<file path="config.mk">
export PLATFORM = sky130hd
export DESIGN_NAME = hybrid_booth_mul
export DESIGN_NICKNAME = d
export VERILOG_FILES = /design/src/rtl/hbm_pkg.sv /design/src/rtl/hbm_mode_detect.sv /design/src/rtl/hbm_digit_sel.sv /design/src/rtl/hbm_pp_sum.sv /design/src/rtl/hybrid_booth_mul.sv
export SDC_FILE = /design/constraint.sdc
export NUM_CORES = 1
export LEC_CHECK = 0
export BUFFER_PORTS_ARGS = -buffer_cell sky130_fd_sc_hd__buf_2
export CAP_MARGIN = 20
export CORE_MARGIN = 10
export CORE_UTILIZATION = 53
export DETAILED_ROUTE_END_ITERATION = 7
export PLACE_DENSITY_LB_ADDON = 0.1
export SYNTH_ARGS = -nofsm -noshare
export SYNTH_HDL_FRONTEND = slang
export SYNTH_SLANG_ARGS = --single-unit
</file>
<file path="constraint.sdc">
create_clock -name vclk -period 10.7
set_input_delay 1.605 -clock vclk [all_inputs]
set_output_delay 1.605 -clock vclk [all_outputs]
set_load 0.05 [all_outputs]
</file>
<file path="src/rtl/hbm_pkg.sv">
package hbm_pkg;

    // Magnitude of a Booth digit; the x3 multiple is deliberately absent.
    typedef enum logic [1:0] {
        MAG_ZERO = 2'd0,
        MAG_ONE  = 2'd1,
        MAG_TWO  = 2'd2,
        MAG_FOUR = 2'd3
    } mag_e;

    typedef struct packed {
        logic neg;
        mag_e mag;
    } digit_t;

    // Radix-4 digit from an overlapping 3-bit window {hi, mid, lo}.
    function automatic digit_t recode_r4(input logic [2:0] win);
        digit_t d;
        d.neg = 1'b0;
        d.mag = MAG_ZERO;
        unique case (win)
            3'b000, 3'b111: d.mag = MAG_ZERO;
            3'b001, 3'b010: d.mag = MAG_ONE;
            3'b011:         d.mag = MAG_TWO;
            3'b100: begin d.mag = MAG_TWO; d.neg = 1'b1; end
            3'b101, 3'b110: begin d.mag = MAG_ONE; d.neg = 1'b1; end
            default:        d.mag = MAG_ZERO;
        endcase
        return d;
    endfunction

    // Radix-8 digit from an overlapping 4-bit window. The four +-3 codes map to
    // zero here; the mode detector guarantees they are never selected.
    function automatic digit_t recode_r8(input logic [3:0] win);
        digit_t d;
        d.neg = 1'b0;
        d.mag = MAG_ZERO;
        unique case (win)
            4'b0000, 4'b1111: d.mag = MAG_ZERO;
            4'b0001, 4'b0010: d.mag = MAG_ONE;
            4'b0011, 4'b0100: d.mag = MAG_TWO;
            4'b0111:          d.mag = MAG_FOUR;
            4'b1000: begin d.mag = MAG_FOUR; d.neg = 1'b1; end
            4'b1011, 4'b1100: begin d.mag = MAG_TWO; d.neg = 1'b1; end
            4'b1101, 4'b1110: begin d.mag = MAG_ONE; d.neg = 1'b1; end
            default:          d.mag = MAG_ZERO;
        endcase
        return d;
    endfunction

endpackage

</file>
<file path="src/rtl/hbm_mode_detect.sv">
module hbm_mode_detect #(
    parameter int W = 16
) (
    input  logic [W-1:0] mult,
    output logic         use_r8
);
    localparam int NDIG8 = (W + 2) / 3;
    localparam int EXT   = 3 * NDIG8;

    logic [EXT:0]       ext;
    logic [NDIG8-1:0]   hit;

    assign ext = {{(EXT - W + 1){mult[W-1]}}, mult[W-2:0], 1'b0};

    // One comparator per window; any match means a +-3 digit would be needed.
    for (genvar k = 0; k < NDIG8; k++) begin : g_win
        logic [3:0] win;
        assign win = ext[3*k+3 : 3*k];
        always_comb begin
            unique case (win)
                4'b0101, 4'b0110, 4'b1001, 4'b1010: hit[k] = 1'b1;
                default:                            hit[k] = 1'b0;
            endcase
        end
    end

    assign use_r8 = ~|hit;
endmodule

</file>
<file path="src/rtl/hbm_digit_sel.sv">
module hbm_digit_sel
    import hbm_pkg::*;
#(
    parameter int W = 16
) (
    input  logic                   use_r8,
    input  logic [W-1:0]           mult,
    output digit_t [W/2-1:0]       digits
);
    localparam int NDIG4 = W / 2;
    localparam int NDIG8 = (W + 2) / 3;
    localparam int EXT   = 3 * NDIG8;

    logic [EXT:0] ext;
    assign ext = {{(EXT - W + 1){mult[W-1]}}, mult[W-2:0], 1'b0};

    // Slot k carries radix-4 digit k, or radix-8 digit k when that exists.
    for (genvar k = 0; k < NDIG4; k++) begin : g_slot
        digit_t d4;
        assign d4 = recode_r4(ext[2*k+2 : 2*k]);
        if (k < NDIG8) begin : g_both
            digit_t d8;
            assign d8 = recode_r8(ext[3*k+3 : 3*k]);
            assign digits[k] = use_r8 ? d8 : d4;
        end else begin : g_r4_only
            assign digits[k] = use_r8 ? '{neg: 1'b0, mag: MAG_ZERO} : d4;
        end
    end
endmodule

</file>
<file path="src/rtl/hbm_pp_sum.sv">
module hbm_pp_sum
    import hbm_pkg::*;
#(
    parameter int W = 16
) (
    input  logic [W-1:0]        mcand,
    input  logic                use_r8,
    input  digit_t [W/2-1:0]    digits,
    output logic [2*W-1:0]      sum
);
    localparam int NDIG4 = W / 2;
    localparam int PW    = 2 * W;

    logic signed [PW-1:0] base;
    assign base = {{W{mcand[W-1]}}, mcand};

    logic [PW-1:0] pp [NDIG4];

    for (genvar k = 0; k < NDIG4; k++) begin : g_pp
        logic signed [PW-1:0] scaled;
        always_comb begin
            unique case (digits[k].mag)
                MAG_ZERO: scaled = '0;
                MAG_ONE:  scaled = base;
                MAG_TWO:  scaled = base <<< 1;
                MAG_FOUR: scaled = base <<< 2;
                default:  scaled = '0;
            endcase
            if (digits[k].neg)
                scaled = -scaled;
            pp[k] = use_r8 ? (scaled << (3 * k)) : (scaled << (2 * k));
        end
    end

    always_comb begin
        sum = '0;
        for (int k = 0; k < NDIG4; k++)
            sum = sum + pp[k];
    end
endmodule

</file>
<file path="src/rtl/hybrid_booth_mul.sv">
module hybrid_booth_mul
    import hbm_pkg::*;
#(
    parameter int W = 16
) (
    input  logic [W-1:0]   multiplicand,
    input  logic [W-1:0]   multiplier,
    output logic [2*W-1:0] product,
    output logic           mode_r8
);
    localparam int NDIG4 = W / 2;

    logic               use_r8;
    digit_t [NDIG4-1:0] digits;

    hbm_mode_detect #(.W(W)) u_detect (
        .mult   (multiplier),
        .use_r8 (use_r8)
    );

    hbm_digit_sel #(.W(W)) u_digits (
        .use_r8 (use_r8),
        .mult   (multiplier),
        .digits (digits)
    );

    hbm_pp_sum #(.W(W)) u_sum (
        .mcand  (multiplicand),
        .use_r8 (use_r8),
        .digits (digits),
        .sum    (product)
    );

    assign mode_r8 = use_r8;
endmodule

</file>
-- Yosys cells after proc, flatten, opt, wreduce, memory -nomap -nowiden
Cells that the tools add are included.
- add/sub/neg operators: 15
- equal/unequal tests: 153
- multiplexer cells: 65
- reductions and logical operators: 77
- operator list (kind ; number):
    2-to-1 mux 32 bit ; 8
    adder 32 bit ; 7
    == test 4 bit (second input constant) ; 35
    one-hot mux 32 bit (4 select lines) ; 1
    one-hot mux 30 bit (4 select lines) ; 1
    one-hot mux 28 bit (4 select lines) ; 1
    one-hot mux 26 bit (4 select lines) ; 1
    == test 3 bit (second input constant) ; 32
    one-hot mux 24 bit (4 select lines) ; 1
    one-hot mux 22 bit (4 select lines) ; 1
    OR reduction 4 bit ; 22
    one-hot mux 2 bit (3 select lines) ; 14
    == test 4 x 3 -> 1 bit (second input constant) ; 20
    one-hot mux 20 bit (4 select lines) ; 1
    one-hot mux 18 bit (4 select lines) ; 1
    == test 3 x 2 -> 1 bit (second input constant) ; 16
    OR reduction 2 bit ; 24
    == test 4 x 2 -> 1 bit (second input constant) ; 10
    == test 2 bit (second input constant) ; 18
    negator 32 bit ; 1
    2-to-1 mux 30 bit ; 1
    negator 30 bit ; 1
    2-to-1 mux 28 bit ; 1
    negator 28 bit ; 1
    other kinds (21) ; 91
- register bits: 0
- input bits: 32
- output and inout bits: 33
- logic and storage cells: 310

-- Depth between registers and ports, before layout
Gate-level depths: netlist of run 1.
- word-level depth: 17
- gate-level depth with buffers: 38
- gate-level depth less buffers: 35

-- Hierarchy
A second synthesis of run 1 with hierarchy kept.
- cells, all modules: 2113
- area, all modules: 14881.8 um^2
- modules (own cells, without submodules) (module ; instances ; cells each ; area each (um^2) ; sequential area each (um^2)):
    hbm_pp_sum ; 1 ; 1967 ; 13920.9 ; 0.0
    hbm_digit_sel ; 1 ; 134 ; 857.1 ; 0.0
    hbm_mode_detect ; 1 ; 12 ; 103.8 ; 0.0

-- Worst setup path after synthesis of run 1
No wires, ideal clock.
- path type: input to output
- start: input multiplier[13]
- end: output product[28]
- arrival: 9.824 ns
- data required time: 9.095 ns
- slack: -0.729 ns
- stages on the path: 32
- buffers on the path: 2
- path through: inv_1 ha_1 nor2_1 o22ai_4 buf_2 nor4_1 a21oi_1 clkbuf_1 a22oi_1 ha_1 nor2_1 xor2_1 a21oi_1 fa_1 inv_1 fa_1 ha_1 ha_1 ha_1 fa_1 a21o_1 a21oi_1 o21bai_1 a21oi_1 o21bai_1 a21oi_1 o21ai_0 a2111oi_1 nor4_1 o31ai_1 or4b_2 o211ai_1
- longest elaborated chain between the ends: 17
- elaborated cells between the ends (all ways): 129
- classes of those cells: add/sub (15); eq/ne (52); mux (38); reduce/logical (24)
- ends and longest elaborated chain (what ; line ; text):
    from (decl) ; hybrid_booth_mul.sv:7 ; input logic [W-1:0] multiplier,
    == test 4 x 3 -> 1 bit / == test 4 bit (equally long branches) ; hbm_mode_detect.sv:20 ; unique case (win)
    OR reduction 4 bit ; hbm_mode_detect.sv:20 ;
    2-to-1 mux 1 bit ; hbm_mode_detect.sv:20 ;
    OR reduction 6 bit ; hbm_mode_detect.sv:27 ; assign use_r8 = ~|hit;
    2-to-1 mux 3 bit ; hbm_digit_sel.sv:24 ; assign digits[k] = use_r8 ? d8 : d4;
    == test 2 bit (tied with other cells) ; hbm_pp_sum.sv:22 ; unique case (digits[k].mag)
    one-hot mux 30 bit (4 select lines) ; hbm_pp_sum.sv:22 ;
    negator 30 bit ; hbm_pp_sum.sv:30 ; scaled = -scaled;
    2-to-1 mux 30 bit ; hbm_pp_sum.sv:29 ; if (digits[k].neg)
    2-to-1 mux 32 bit ; hbm_pp_sum.sv:31 ; pp[k] = use_r8 ? (scaled << (3 * k)) : (scaled << (2 * k));
    adder 32 bit (6 in series) ; hbm_pp_sum.sv:38 ; sum = sum + pp[k];
    adder 32 bit * ; hbm_pp_sum.sv:38 ;
    to (decl) ; hybrid_booth_mul.sv:8 ; output logic [2*W-1:0] product,
Mark *: on every way between the ends. The rest lies on a longest branch, timed or not.

-- Final worst setup path of run 1
- start: input multiplier[13]
- end: output product[31]
Same word-level chain as after synthesis.

==> results.md, run 1 <==
* Gr usage total at 0.365
* Hold-critical path depth at 4
* CP Launch Type: primary input
* Register area share after synthesis at 0
* Global-route wire length before repair at 99000 µm
* Number of instances in the synthesized netlist at 2083
* Total core area at around 0.027 mm²
* Slowest CP cell: sky130_fd_sc_hd__fa_2
* Residual DRC at 0
* Via count of the first global-routing pass at approximately 18000
* Die Area at between 0.03 and 0.04 mm²
* Vias per std cell at 6.41
* Share of the synthesized area in the top cell type at 0.179
* Cells taking the most area after synthesis: sky130_fd_sc_hd__fa_1 18%, sky130_fd_sc_hd__a21oi_1 6.7%, sky130_fd_sc_hd__nand2_1 6.3%
* Crit path from: multiplier[13]
* Final wirelength at 64900 µm
* Startpoint of the tightest hold check path: multiplicand[0]
* Total placed cells including tap cells at about 2800
* Post-layout minimum cycle time at 10.56 ns
* Final Hold Fails at 0
* First-pass DRT Iterations at 6
* Fraction of the cycle the final worst path needs at 0.987
* Layout clock buffers at 0
* Proportion of layout cells with a drive suffix above 1 at 0.313
* Class of the tightest hold or removal check: primary input to output port
* Syn-to-layout area delta at 32.0%
* Mapped cell area at roughly 0.015 mm²
* Crit path DAT at 8.95 ns
* Num ports at 65
* Synth unique cells at 110
* Net count after synthesis at 2307
* Via total after detailed routing at 18100
* Worst Tran Pin Value at about 0.96 ns
* Die Wd at around 190 µm
* Most used cells in the layout excluding fill and tap cells: 478 x sky130_fd_sc_hd__buf_4, 242 x sky130_fd_sc_hd__nand2_1, 195 x sky130_fd_sc_hd__nor2_1, 178 x sky130_fd_sc_hd__a21oi_1, 140 x sky130_fd_sc_hd__inv_1
* Detail Placement HPWL at 51500 µm
* Average cell area after synthesis at approximately 7 µm²
* Final Max Tran Viols at 0
* Maximum fanout count along the critical path at 5
* Initial standard-cell utilization of the core at 0.541
* Final Instance Count excl. Fillers at ~2800
* Wire length per cell at around 23 µm
* Required time reported for the critical path endpoint at roughly 9.1 ns
* Sequential cell area at 0 µm²
* Endpoint class of the critical path: output port
* Vertical die dimension at 186 µm
* PortBufs at 65
* Reported max-cap violation count at 0
* Remaining antenna violation count after routing at 0
* Worst stage delay on the critical path at about 0.6 ns
* Weighted congestion reported at the end of routability-driven placement at 1.09
* DRC marker count from the first detailed-route iteration at 2140
* Cell type with the highest aggregate area in the netlist: sky130_fd_sc_hd__fa_1
* Number of antenna violations at the first check in global routing at 1
* Floorplan row count at 60
* Net count, final at about 2700
* Number of sequential cells at 0
* Most frequent standard cell in the layout excluding fill and tap cells: sky130_fd_sc_hd__buf_4
* Largest net degree at the start of global routing at 62
* Achievable frequency at about 95 MHz
* Result of the run: finished, final reports clean
* RSZ-0062 raised after global routing: yes
* Category of the most critical setup path: primary input to output port
* Overall overflow remaining after global route at 0
* Worst max-slew margin expressed relative to the limit at 0.353
* Synth warnings at 0
* Setup violation total in the final timing report at 0
-- layout make-up --
| type | count | area, µm² |
|---|---|---|
| diodes | 1 | 2.50 |
| fillers | 2271 | 7720 |
| inverters | 147 | 562 |
| multi-input cells | 1771 | 14200 |
| well taps | 341 | 427 |
| repair buffers | 558 | 4160 |
-- stage by stage --
step	setup TNS (ns)	hold WS, ns	setup slack (ns)	utilization	cell area [µm²]
floorplan	0	4.07	0.00506	-	14800
global placement	-0.855	3.86	-0.361	0.678	18300
detailed placement	-1.54	3.87	-0.516	0.678	18300
CTS	0	3.87	0.00141	0.685	18500
global route	-0.336	3.92	-0.149	0.714	19300
finish	0	3.90	0.142	0.714	19300
-- synthesized netlist by cell type (19+ instances only) --
cell,instances
sky130_fd_sc_hd__inv_1,143
sky130_fd_sc_hd__a21oi_1,196
sky130_fd_sc_hd__buf_2,24
sky130_fd_sc_hd__ha_1,61
sky130_fd_sc_hd__and3_1,21
sky130_fd_sc_hd__o21ai_0,138
sky130_fd_sc_hd__mux2i_1,50
sky130_fd_sc_hd__a21o_1,19
sky130_fd_sc_hd__clkbuf_1,96
sky130_fd_sc_hd__nand2_1,247
sky130_fd_sc_hd__xnor2_1,92
sky130_fd_sc_hd__nand3_1,42
sky130_fd_sc_hd__xor2_1,67
sky130_fd_sc_hd__nor3_1,32
sky130_fd_sc_hd__a22oi_1,45
sky130_fd_sc_hd__and2_1,29
sky130_fd_sc_hd__buf_1,31
sky130_fd_sc_hd__fa_1,131
sky130_fd_sc_hd__nor2_1,206
sky130_fd_sc_hd__a31oi_1,26
-- final timing paths --
path  slack [ns]     endpoint
min         3.90   product[0]
max         0.14  product[31]
-- timing repair --
action | in CTS | in global routing
hold endpoints to repair | 0 | 0
resized for setup | 43 | 136
hold buffers | 0 | 0
endpoints found under the setup margin | 6 | 9
setup buffers | 4 | 25
pin swaps | 13 | 83
-- worst max-delay path: cells and delay by family --
kind	cells	cell delay, ns
fa+ha+maj	7	2.63
compound gates	12	1.83
simple gates	8	1.78
buf+inv	9	0.89
xor+xnor	1	0.18
-- layer usage --
| metal | routed length (µm) | share of wire | vias to the layer above | track usage |
|---|---|---|---|---|
| li1 | - | - | 8127 | - |
| met1 | 24800 | 0.38 | 8554 | 0.456 |
| met2 | 28900 | 0.45 | 1115 | 0.589 |
| met3 | 6950 | 0.11 | 259 | 0.0677 |
| met4 | 4180 | 0.064 | 2 | 0.190 |
| met5 | 13 | 0.00020 | - | 0 |
-- logic make-up (layout without fill, tap and decap cells) --
| logic type | Yosys count | count (layout) | share of synthesized area |
|---|---|---|---|
| compound gates | 659 | 659 | 0.306 |
| simple gates | 687 | 687 | 0.222 |
| xor+xnor | 169 | 169 | 0.108 |
| fa+ha+maj | 192 | 192 | 0.231 |
| buf+inv | 312 | 705 | 0.0872 |
| mux | 64 | 64 | 0.0455 |
| other cells | 0 | 1 | 0 |
==> run 2: changes to the inputs <==
--- a/config.mk
+++ b/config.mk
@@ -5,7 +5,7 @@
 export SDC_FILE = /design/constraint.sdc
 export NUM_CORES = 1
 export LEC_CHECK = 0
-export BUFFER_PORTS_ARGS = -buffer_cell sky130_fd_sc_hd__buf_2
+export BUFFER_PORTS_ARGS = -buffer_cell sky130_fd_sc_hd__buf_4
 export CAP_MARGIN = 20
 export CORE_MARGIN = 10
 export CORE_UTILIZATION = 53
==> run 2 against run 1 <==
  * The run now ends with negative setup slack left
  * Worst hold slack worse by 0.011 ns
  * Non-clock buffer count is 49 lower
  * Sequential share of layout area stayed put
  * Via count up 1.6%
  * Utilization increased by 0.95 points
  * Final cell count fell by 1.7%
  * Largest cell class unchanged
  * Highest routed layer is now met4
==> results.md, run 2 (synthesis results as in run 1) <==
* Result of the run: finished with violations
* Violations in the final reports: negative setup slack
* Total core area at 0.0270 mm² (unchanged)
* CP Launch Type: primary input
* Worst max-slew margin expressed relative to the limit at 0.291 (-0.0622)
* Total placed cells including tap cells at 2710 (-2.8%)
* Slowest CP cell: sky130_fd_sc_hd__fa_1
* Routed length on met3 at 7300 µm (+5.0%)
* Most frequent CP cell: sky130_fd_sc_hd__buf_4
* Total met2 wirelength after detailed routing at 31100 µm (+7.4%)
* M1 WL at 25600 µm (+3.0%)
* Proportion of layout cells with a drive suffix above 1 at 0.319 (+0.00591)
* Crit path DAT at 9.18 ns (+0.23 ns)
* Fill count at 2113 (-7.0%)
* Residual DRC at 0 (unchanged)
* Final Max Tran Viols at 0 (unchanged)
* Final Hold Fails at 0 (unchanged)
* Setup TNS at -0.146 ns (-0.146 ns)
* DRC marker count from the first detailed-route iteration at 2277 (+6.4%)
* Hold-critical path depth at 4 (unchanged)
* Layout clock buffers at 0 (unchanged)
* Most used cells in the layout excluding fill and tap cells: 478 x sky130_fd_sc_hd__buf_4, 241 x sky130_fd_sc_hd__nand2_1, 192 x sky130_fd_sc_hd__nor2_1, 170 x sky130_fd_sc_hd__a21oi_1, 138 x sky130_fd_sc_hd__inv_1
* Number of antenna violations at the first check in global routing at 1 (unchanged)
* Worst-case setup margin in the final layout at -0.0835 ns (-0.226 ns)
* Crit path from: multiplier[13]
* Setup violation total in the final timing report at 3 (+3)
* First-pass DRT Iterations at 8 (+2)
* Vias per std cell at 6.63 (+3.4%)
* Remaining antenna violation count after routing at 0 (unchanged)
* Endpoint class of the critical path: output port
* Cts hold-fix bufs at 0 (unchanged)
* Maximum fanout count along the critical path at 7 (+2)
* Number of sequential cells at 0 (unchanged)
* Syn-to-layout area delta at 33.7%
* Most frequent standard cell in the layout excluding fill and tap cells: sky130_fd_sc_hd__buf_4
* Fin util at 0.724 (+0.00949)
* RSZ-0062 raised after global routing: yes
* Die Area at 0.0346 mm² (unchanged)
* Worst stage delay on the critical path at 0.60 ns (about the same)
* Required time reported for the critical path endpoint at 9.10 ns (about the same)
* Category of the most critical setup path: primary input to output port
* Weighted congestion reported at the end of routability-driven placement at 1.05 (-3.7%)
* Pre-CTS worst setup slack at -0.357 ns (+0.159 ns)
* Largest net degree at the start of global routing at 113 (+82%)
* Achievable frequency at 92.7 MHz (-2.1%)
* Worst Tran Pin Value at 1.05 ns (+0.0925 ns)
* Gr usage total at 0.368 (+0.00311)
* Die Wd at 186 µm (unchanged)
* Fraction of the cycle the final worst path needs at 1.01 (+0.0211)
* Sequential cell area at 0 µm² (unchanged)
* Global-route wire length before repair at 99000 µm (about the same)
* Class of the tightest hold or removal check: primary input to output port
* Final wirelength at 69100 µm (+6.4%)
* Via total after detailed routing at 18300 (+1.6%)
* Via count of the first global-routing pass at 17300 (-1.2%)
* Reported max-cap violation count at 0 (unchanged)
* PortBufs at 65 (unchanged)
* Critical path destination: product[29]
* Initial standard-cell utilization of the core at 0.541 (unchanged)
* Max Used Layer: met4
* Wire length per cell at 24.9 µm (+8.3%)
* Final Instance Count excl. Fillers at 2769 (-1.7%)
* Post-layout minimum cycle time at 10.78 ns (+0.226 ns)
* Detail Placement HPWL at 51200 µm (-0.68%)
* Num ports at 65 (unchanged)
* Net count, final at 2653 (-1.8%)
* Overall overflow remaining after global route at 0 (unchanged)
* Vertical die dimension at 186 µm (unchanged)
* Floorplan row count at 60 (unchanged)
==> run 2: changes by cell type in the layout (fill, tap and decap cells not counted), sizes merged <==
cell    before  now
buf        556  508
clkbuf       2    1
==> run 2: area by class of cell <==
cell class	count	area, µm²	share of cell area
Tap cell	341	427	0.0218
Antenna cell	1	2.50	0.000128
Inverter	147	577	0.0295
Timing Repair Buffer	509	4040	0.206
Multi-Input combinational cell	1771	14500	0.742
==> run 2: what timing repair did <==
item | CTS | global route
buffers inserted | 7 | 50
resized for setup | 40 | 211
endpoints found under the setup margin | 4 | 8
pin swaps | 11 | 127
cloned | 0 | 1
==> run 2: routing by layer <==
| metal | vias to the layer above | GRT usage |
|---|---|---|
| met5 | - | 0 |
| li1 | 8004 | - |
| met4 | 0 | 0.205 |
| met2 | 1285 | 0.609 |
| met3 | 363 | 0.0642 |
| met1 | 8694 | 0.445 |
==> run 2: worst min path at each step <==
stage                     slack (ns)    endpoint             from
after floorplan                 4.07  product[0]  multiplicand[0]
after global placement          3.79  product[0]  multiplicand[0]
after detailed placement        3.80  product[0]  multiplicand[0]
after CTS                       3.80  product[0]  multiplicand[0]
after global routing            3.89  product[0]  multiplicand[0]
final                           3.89  product[0]  multiplicand[0]
==> run 2: critical path: cells and delay by family <==
kind | cells | cell delay [ns]
buffers and inverters | 10 | 1.35
AO/OA/AOI/OAI | 12 | 2.95
AND/OR/NAND/NOR | 5 | 0.64
XOR/XNOR | 1 | 0.12
adder cells (fa/ha/maj) | 6 | 2.51
==> run 2: per-stage QoR <==
stage / cell area [µm²] / hold slack, ns
after floorplan: 14800 / 4.07
after global placement: 17900 / 3.79
after detailed placement: 17900 / 3.80
after CTS: 18100 / 3.80
after global routing: 19600 / 3.89
final: 19600 / 3.89
Power of run 2 is not shown: default switching activity piles up to over one toggle a cycle in this logic, so the estimate is an artifact.
